$ cat config.mk
export PLATFORM = sky130hd
export DESIGN_NAME = nvm_op_ctrl
export DESIGN_NICKNAME = d
export VERILOG_FILES = /design/src/rtl/nvm_op_pkg.sv /design/src/rtl/nvm_op_decode.sv /design/src/rtl/nvm_op_timer.sv /design/src/rtl/nvm_op_ctrl.sv
export SDC_FILE = /design/constraint.sdc
export NUM_CORES = 1
export LEC_CHECK = 0
export BUFFER_PORTS_ARGS = -buffer_cell sky130_fd_sc_hd__buf_2
export CAP_MARGIN = 20
export CORE_MARGIN = 1
export CORE_UTILIZATION = 40
export CTS_BUF_LIST = sky130_fd_sc_hd__clkbuf_2
export DETAILED_ROUTE_END_ITERATION = 8
export GPL_TIMING_DRIVEN = 0
export PLACE_DENSITY = 0.65
export SETUP_SLACK_MARGIN = 0.1
export SYNTH_ARGS = -nofsm -noshare
export SYNTH_HDL_FRONTEND = slang
export SYNTH_SLANG_ARGS = --single-unit
$ cat constraint.sdc
create_clock -name clk -period 2.7 [get_ports clk]
set_clock_uncertainty 0.15 [all_clocks]
set_input_delay 0.405 -clock clk [delete_from_list [all_inputs] [get_ports clk]]
set_output_delay 0.405 -clock clk [all_outputs]
set_load 0.02 [all_outputs]
$ cat src/rtl/nvm_op_pkg.sv
package nvm_op_pkg;
   localparam int unsigned REG_W     = 16;
   localparam int unsigned START_BIT = 15;
   localparam int unsigned CODE_W    = 15;
   localparam int unsigned N_REGION  = 9;

   // region enable positions
   localparam int unsigned RG_CODE_ALL = 0;
   localparam int unsigned RG_EXEC     = 1;
   localparam int unsigned RG_CFG_ALL  = 2;
   localparam int unsigned RG_GEN_SEG  = 3;
   localparam int unsigned RG_GEN_CFG  = 4;
   localparam int unsigned RG_SEC_SEG  = 5;
   localparam int unsigned RG_SEC_CFG  = 6;
   localparam int unsigned RG_PAGE     = 7;
   localparam int unsigned RG_CFG_BYTE = 8;

   // operation codes (start bit excluded)
   localparam logic [CODE_W-1:0] OP_BULK     = 15'h404F;
   localparam logic [CODE_W-1:0] OP_GEN      = 15'h404D;
   localparam logic [CODE_W-1:0] OP_SEC      = 15'h404C;
   localparam logic [CODE_W-1:0] OP_PAGE     = 15'h4042;
   localparam logic [CODE_W-1:0] OP_CFG_BYTE = 15'h4040;

   typedef enum logic [2:0] {
      CLS_NONE, CLS_BULK, CLS_SEG, CLS_PAGE, CLS_BYTE
   } op_class_e;

   typedef struct packed {
      logic                valid;
      op_class_e           cls;
      logic [N_REGION-1:0] regions;
   } op_decode_t;
endpackage

$ cat src/rtl/nvm_op_decode.sv
module nvm_op_decode
   import nvm_op_pkg::*;
(
   input  logic [CODE_W-1:0] code,
   output op_decode_t        dec
);
   always_comb begin
      dec = '{valid: 1'b0, cls: CLS_NONE, regions: '0};
      unique case (code)
         OP_BULK: begin
            dec.valid = 1'b1;
            dec.cls   = CLS_BULK;
            dec.regions[RG_CODE_ALL] = 1'b1;
            dec.regions[RG_EXEC]     = 1'b1;
            dec.regions[RG_CFG_ALL]  = 1'b1;
         end
         OP_GEN, OP_SEC: begin
            dec.valid = 1'b1;
            dec.cls   = CLS_SEG;
            dec.regions[RG_GEN_SEG] = 1'b1;
            dec.regions[RG_GEN_CFG] = 1'b1;
            if (code == OP_SEC) begin
               dec.regions[RG_SEC_SEG] = 1'b1;
               dec.regions[RG_SEC_CFG] = 1'b1;
            end
         end
         OP_PAGE: begin
            dec.valid = 1'b1;
            dec.cls   = CLS_PAGE;
            dec.regions[RG_PAGE] = 1'b1;
         end
         OP_CFG_BYTE: begin
            dec.valid = 1'b1;
            dec.cls   = CLS_BYTE;
            dec.regions[RG_CFG_BYTE] = 1'b1;
         end
         default: ;
      endcase
   end
endmodule

$ cat src/rtl/nvm_op_timer.sv
module nvm_op_timer
   import nvm_op_pkg::*;
#(
   parameter int unsigned T_BULK = 40,
   parameter int unsigned T_SEG  = 24,
   parameter int unsigned T_PAGE = 12,
   parameter int unsigned T_CFGB = 6,
   localparam int unsigned CNT_W = $clog2(T_BULK) + 1
) (
   input  logic      clk,
   input  logic      rst_n,
   input  logic      load,
   input  op_class_e cls,
   output logic      zero
);
   logic [CNT_W-1:0] cnt_q;
   logic [CNT_W-1:0] reload;

   always_comb begin
      unique case (cls)
         CLS_BULK: reload = CNT_W'(T_BULK - 1);
         CLS_SEG:  reload = CNT_W'(T_SEG - 1);
         CLS_PAGE: reload = CNT_W'(T_PAGE - 1);
         CLS_BYTE: reload = CNT_W'(T_CFGB - 1);
         default:  reload = '0;
      endcase
   end

   always_ff @(posedge clk or negedge rst_n) begin
      if (!rst_n)              cnt_q <= '0;
      else if (load)           cnt_q <= reload;
      else if (cnt_q != '0)    cnt_q <= cnt_q - 1'b1;
   end

   assign zero = (cnt_q == '0);
endmodule

$ cat src/rtl/nvm_op_ctrl.sv
module nvm_op_ctrl
   import nvm_op_pkg::*;
#(
   parameter int unsigned T_BULK = 40,
   parameter int unsigned T_SEG  = 24,
   parameter int unsigned T_PAGE = 12,
   parameter int unsigned T_CFGB = 6
) (
   input  logic                clk,
   input  logic                rst_n,
   input  logic                wr_en,
   input  logic [REG_W-1:0]    wr_data,
   output logic [REG_W-1:0]    rd_data,
   output logic                busy,
   output logic                done,
   output logic                err,
   output logic [N_REGION-1:0] erase_en
);
   // elaboration-time parameter checks
   if (T_CFGB < 1) begin : g_bad_cfgb
      $error("T_CFGB must be at least 1");
   end
   if (!(T_BULK > T_PAGE && T_BULK >= T_SEG && T_SEG >= T_PAGE && T_PAGE >= T_CFGB)) begin : g_bad_order
      $error("delays must satisfy T_BULK > T_PAGE, T_BULK >= T_SEG >= T_PAGE >= T_CFGB");
   end

   logic [REG_W-1:0]    ctrl_q;
   logic [N_REGION-1:0] region_q;
   logic                err_q, done_q;
   op_decode_t          dec;
   logic                accept, start_ok, finish, tmr_zero;

   nvm_op_decode u_dec (
      .code (wr_data[CODE_W-1:0]),
      .dec  (dec)
   );

   assign accept   = wr_en && !ctrl_q[START_BIT];
   assign start_ok = accept && wr_data[START_BIT] && dec.valid;

   nvm_op_timer #(
      .T_BULK (T_BULK), .T_SEG (T_SEG), .T_PAGE (T_PAGE), .T_CFGB (T_CFGB)
   ) u_tmr (
      .clk   (clk),
      .rst_n (rst_n),
      .load  (start_ok),
      .cls   (dec.cls),
      .zero  (tmr_zero)
   );

   assign finish = ctrl_q[START_BIT] && tmr_zero;

   always_ff @(posedge clk or negedge rst_n) begin
      if (!rst_n) begin
         ctrl_q   <= '0;
         region_q <= '0;
         err_q    <= 1'b0;
         done_q   <= 1'b0;
      end else begin
         done_q <= finish;
         if (accept) begin
            ctrl_q   <= {start_ok, wr_data[CODE_W-1:0]};
            err_q    <= wr_data[START_BIT] && !dec.valid;
            region_q <= start_ok ? dec.regions : '0;
         end else if (finish) begin
            ctrl_q[START_BIT] <= 1'b0;
            region_q          <= '0;
         end
      end
   end

   // gate each region enable with the live start bit
   for (genvar i = 0; i < N_REGION; i++) begin : g_region
      assign erase_en[i] = region_q[i] & ctrl_q[START_BIT];
   end

   assign rd_data = ctrl_q;
   assign busy    = ctrl_q[START_BIT];
   assign done    = done_q;
   assign err     = err_q;
endmodule

==> run_results.csv <==
group,metric,value,unit
timing,rsz0062_at_grt,"no",
synthesis,synth_area,1490,µm²
timing,maxSlewViolCount,0,
synthesis,postSynthNetCount,157,
detailed_routing,drt_iter0_markers,21,
detailed_routing,vias,1173,
layout,syn_to_final_growth,21.7,%
synthesis,ys_async_sr_fraction,100,%
setup_path,cp-start-kind,"flip-flop",
setup_path,rr_startpoint,"rd_data[15]$_DFFE_PN0P_",
clock_network,h-tree-depth,2,
layout,layout.nets,209,
clock_network,tritoncts,"yes",
grt,grt_pass1_vias,1176,
setup_path,critPathMaxStageDelay,0.52,ns
timing,finalWorstSetupSlack,0.543,ns
setup_path,crit_required,2.82,ns
floorplan,dieHeight,63.0,µm
setup_path,cpMostUsedCell,"clkbuf_1",
timing,setup-tns-final,0,ns
floorplan,core-area,3440,µm²
clock_network,root_buffer,"clkbuf_2",
synthesis,ys_warn_count,0,
detailed_routing,post_drt_via_cell_ratio,5.01,
timing,slew_headroom,56.3,%
setup_path,worstSetupEndpointType,"flip-flop",
layout,fillCellCount,330,
timing,max_freq,464,MHz
setup_path,crit_type,"reg -> reg",
timing,fin_crit,2.16,ns
place,gp_congestion,0.841,
run,max_cap_viol_count,0,
clock_network,numCtsBuffers,5,
grt,grt_use_total,17.2,%
synthesis,synth_seq_area_share,50.5,%
run_status,status,"complete, no violations",
power_and_ir_drop,cellPowerDensity,634,nW/µm²
detailed_routing,drtPass1Iterations,4,
grt,grt.overflow.total,0,
setup_path,crit_chain,"nand2b_1 > clkbuf_1 > clkbuf_1 > mux2_2",
power_and_ir_drop,total_power,1150,µW
layout,post-route-cell-area,1810,µm²
setup_path,cp.arrival,2.27,ns
timing,tightest_slew,0.655,ns
synthesis,synth_cell_type_count,39,
detailed_routing,ant_nets,0,
floorplan,rows,21,
timing,period_share,79.9,%
place,hpwl,2.34,mm
min_path,hp-class,"in -> reg",
floorplan,dieWidth,63.0,µm
place,dpl_cell_area,1760,µm²
floorplan,initial_core_util,43.2,%
synthesis,synth_seq_cells,30,
min_path,hold_start,"wr_data[7]",
clock_network,cts.path.max_buffers,2,
grt,grt_max_degree,31,
min_path,hold_path_depth,2,
setup_path,worst-path-buf-inv,2,
layout,diodes,0,
detailed_routing,drc,0,
setup_path,rr_endpoint,"rd_data[6]$_DFFE_PN0P_",
floorplan,fp.dieArea,3960,µm²
clock_network,post_cts_buffers,0,
min_path,whs_endpoint,"rd_data[7]$_DFFE_PN0P_",
synthesis,syn_inst,136,
setup_path,slowest_stage,"dfrtp_1",
setup_path,cpLargestDelayFamily,"buffers and inverters",
floorplan,num_io_pins,47,
detailed_routing,wl_per_cell,13.2,µm
grt,grt_pass1_wl,5.23,mm
layout,layout-drive-gt1-share,42.6,%
synthesis,synthFlopType,"dfrtp_1",
clock_network,clk_latency,0.36,ns
power_and_ir_drop,p_leak,0.000906,µW
place,portBuffers,44,
synthesis,synth_edf_count,0,
synthesis,synth_area_per_cell,10.9,µm²
clock_network,path_clk_slew,0.14,ns
power_and_ir_drop,vdd_drop_max,0.000346,V
clock_network,cts_num_sinks,30,
setup_path,reg2reg_depth,4,
timing,finalSetupViolCount,0,
setup_path,reg2reg_slack,0.54,ns
place,place_worst_setup_slack,0.354,ns
grt,antenna_found_initial,0,
detailed_routing,routed_wl,3.08,mm
setup_path,path_max_fanout,11,
timing,hold_viol,0,
timing,hold_slack,0.124,ns
## layout by cell type, fill, tap and decap left out, types with 2 or more instances in the layout
cell / n
or4b_4: 2
nand2_1: 15
clkbuf_2: 8
nand2b_1: 4
or4_1: 3
and3_1: 2
or3_1: 2
a21oi_1: 3
and2_1: 5
nor2_1: 7
buf_2: 45
clkbuf_1: 2
ha_1: 2
buf_4: 5
a21o_1: 3
a32o_1: 2
xnor2_1: 2
nor3_1: 2
o31ai_1: 2
dfrtp_1: 30
o21ai_0: 7
inv_1: 3
mux2_2: 14
nor2b_1: 2
## worst max-delay path by stage
stage	slack, ns	startpoint	end	cells after the start
global placement	0.38	wr_data[10]	u_tmr.cnt_q[3]$_DFFE_PN0P_	6
floorplan	0.61	wr_data[10]	u_tmr.cnt_q[3]$_DFFE_PN0P_	5
global route	0.40	rd_data[15]$_DFFE_PN0P_	rd_data[10]$_DFFE_PN0P_	4
CTS	0.53	rd_data[15]$_DFFE_PN0P_	rd_data[6]$_DFFE_PN0P_	4
detailed placement	0.35	wr_data[10]	u_tmr.cnt_q[4]$_DFFE_PN0P_	6
finish	0.54	rd_data[15]$_DFFE_PN0P_	rd_data[6]$_DFFE_PN0P_	4
## sequential cells by signal, indices dropped and copies added, names as in the netlist
name         count
rd_data         16
u_tmr.cnt_q      7
region_q         5
done             1
err              1
## layer usage
metal	GRT usage (%)	vias to the layer above	wire [µm]
met1	19.9	555	1400
met3	5.29	6	154
li1	-	577	-
met2	29.2	35	1480
met5	0	-	0
met4	6.98	0	51
## synth_stat cells (all sizes together) (2+ instances only)
library cell / count / area share [%]
a21oi: 3 / 1.0
nand2b: 4 / 1.7
o31ai: 2 / 1.0
and2: 5 / 2.1
ha: 2 / 1.7
buf: 6 / 2.9
or4b: 2 / 1.9
nor3: 3 / 1.8
and3: 2 / 0.84
or4: 3 / 1.5
inv: 3 / 0.76
xnor2: 2 / 1.2
clkbuf: 3 / 0.84
nor2b: 2 / 0.84
o21ai: 9 / 3.3
dfrtp: 30 / 51
nor2: 7 / 1.8
mux2: 14 / 11
nand2: 16 / 4.2
a21o: 3 / 1.5
a32o: 2 / 1.3
or3: 3 / 1.6
nor4: 2 / 1.3
## per-stage QoR
step / utilization [%] / cells
detailed placement: 51.3 / 226
CTS: 52.6 / 234
floorplan: - / 136
global placement: 51.3 / 226
global route: 52.6 / 234
finish: 52.6 / 234
## where the power goes
part           switching (µW)  internal [µW]  total, µW
registers                58.4            517        575
logic                     190            171        361
clock network             144           67.4        211
## what timing repair did
action,in CTS,in global routing
resized for setup,0,0
endpoints found under the hold margin,30,0
hold buffers,1,0
setup endpoints to repair,0,0
## final cells by class
cell class | instances | area [µm²] | share of cell area, %
Sequential cell | 30 | 751 | 41.5
Multi-Input combinational cell | 94 | 669 | 37.0
Timing Repair Buffer | 45 | 230 | 12.7
Tap cell | 46 | 57.6 | 3.18
Buffer | 9 | 55.1 | 3.04
Clock buffer | 7 | 35.0 | 1.94
Inverter | 3 | 11.3 | 0.622
## kinds of logic (layout without fill, tap and decap cells)
| group | Yosys count | count (layout) | share of synthesized area (%) |
|---|---|---|---|
| and+or+nand+nor | 52 | 52 | 20.7 |
| muxes | 14 | 14 | 10.6 |
| xor gates and xnor gates | 3 | 3 | 1.77 |
| buffers and inverters | 12 | 64 | 4.46 |
| adders and majority gates | 2 | 2 | 1.68 |
| AOI/OAI and AO/OA | 23 | 23 | 10.3 |
| DFF | 30 | 30 | 50.5 |
Note: power is estimated with default switching activity, not from simulation.
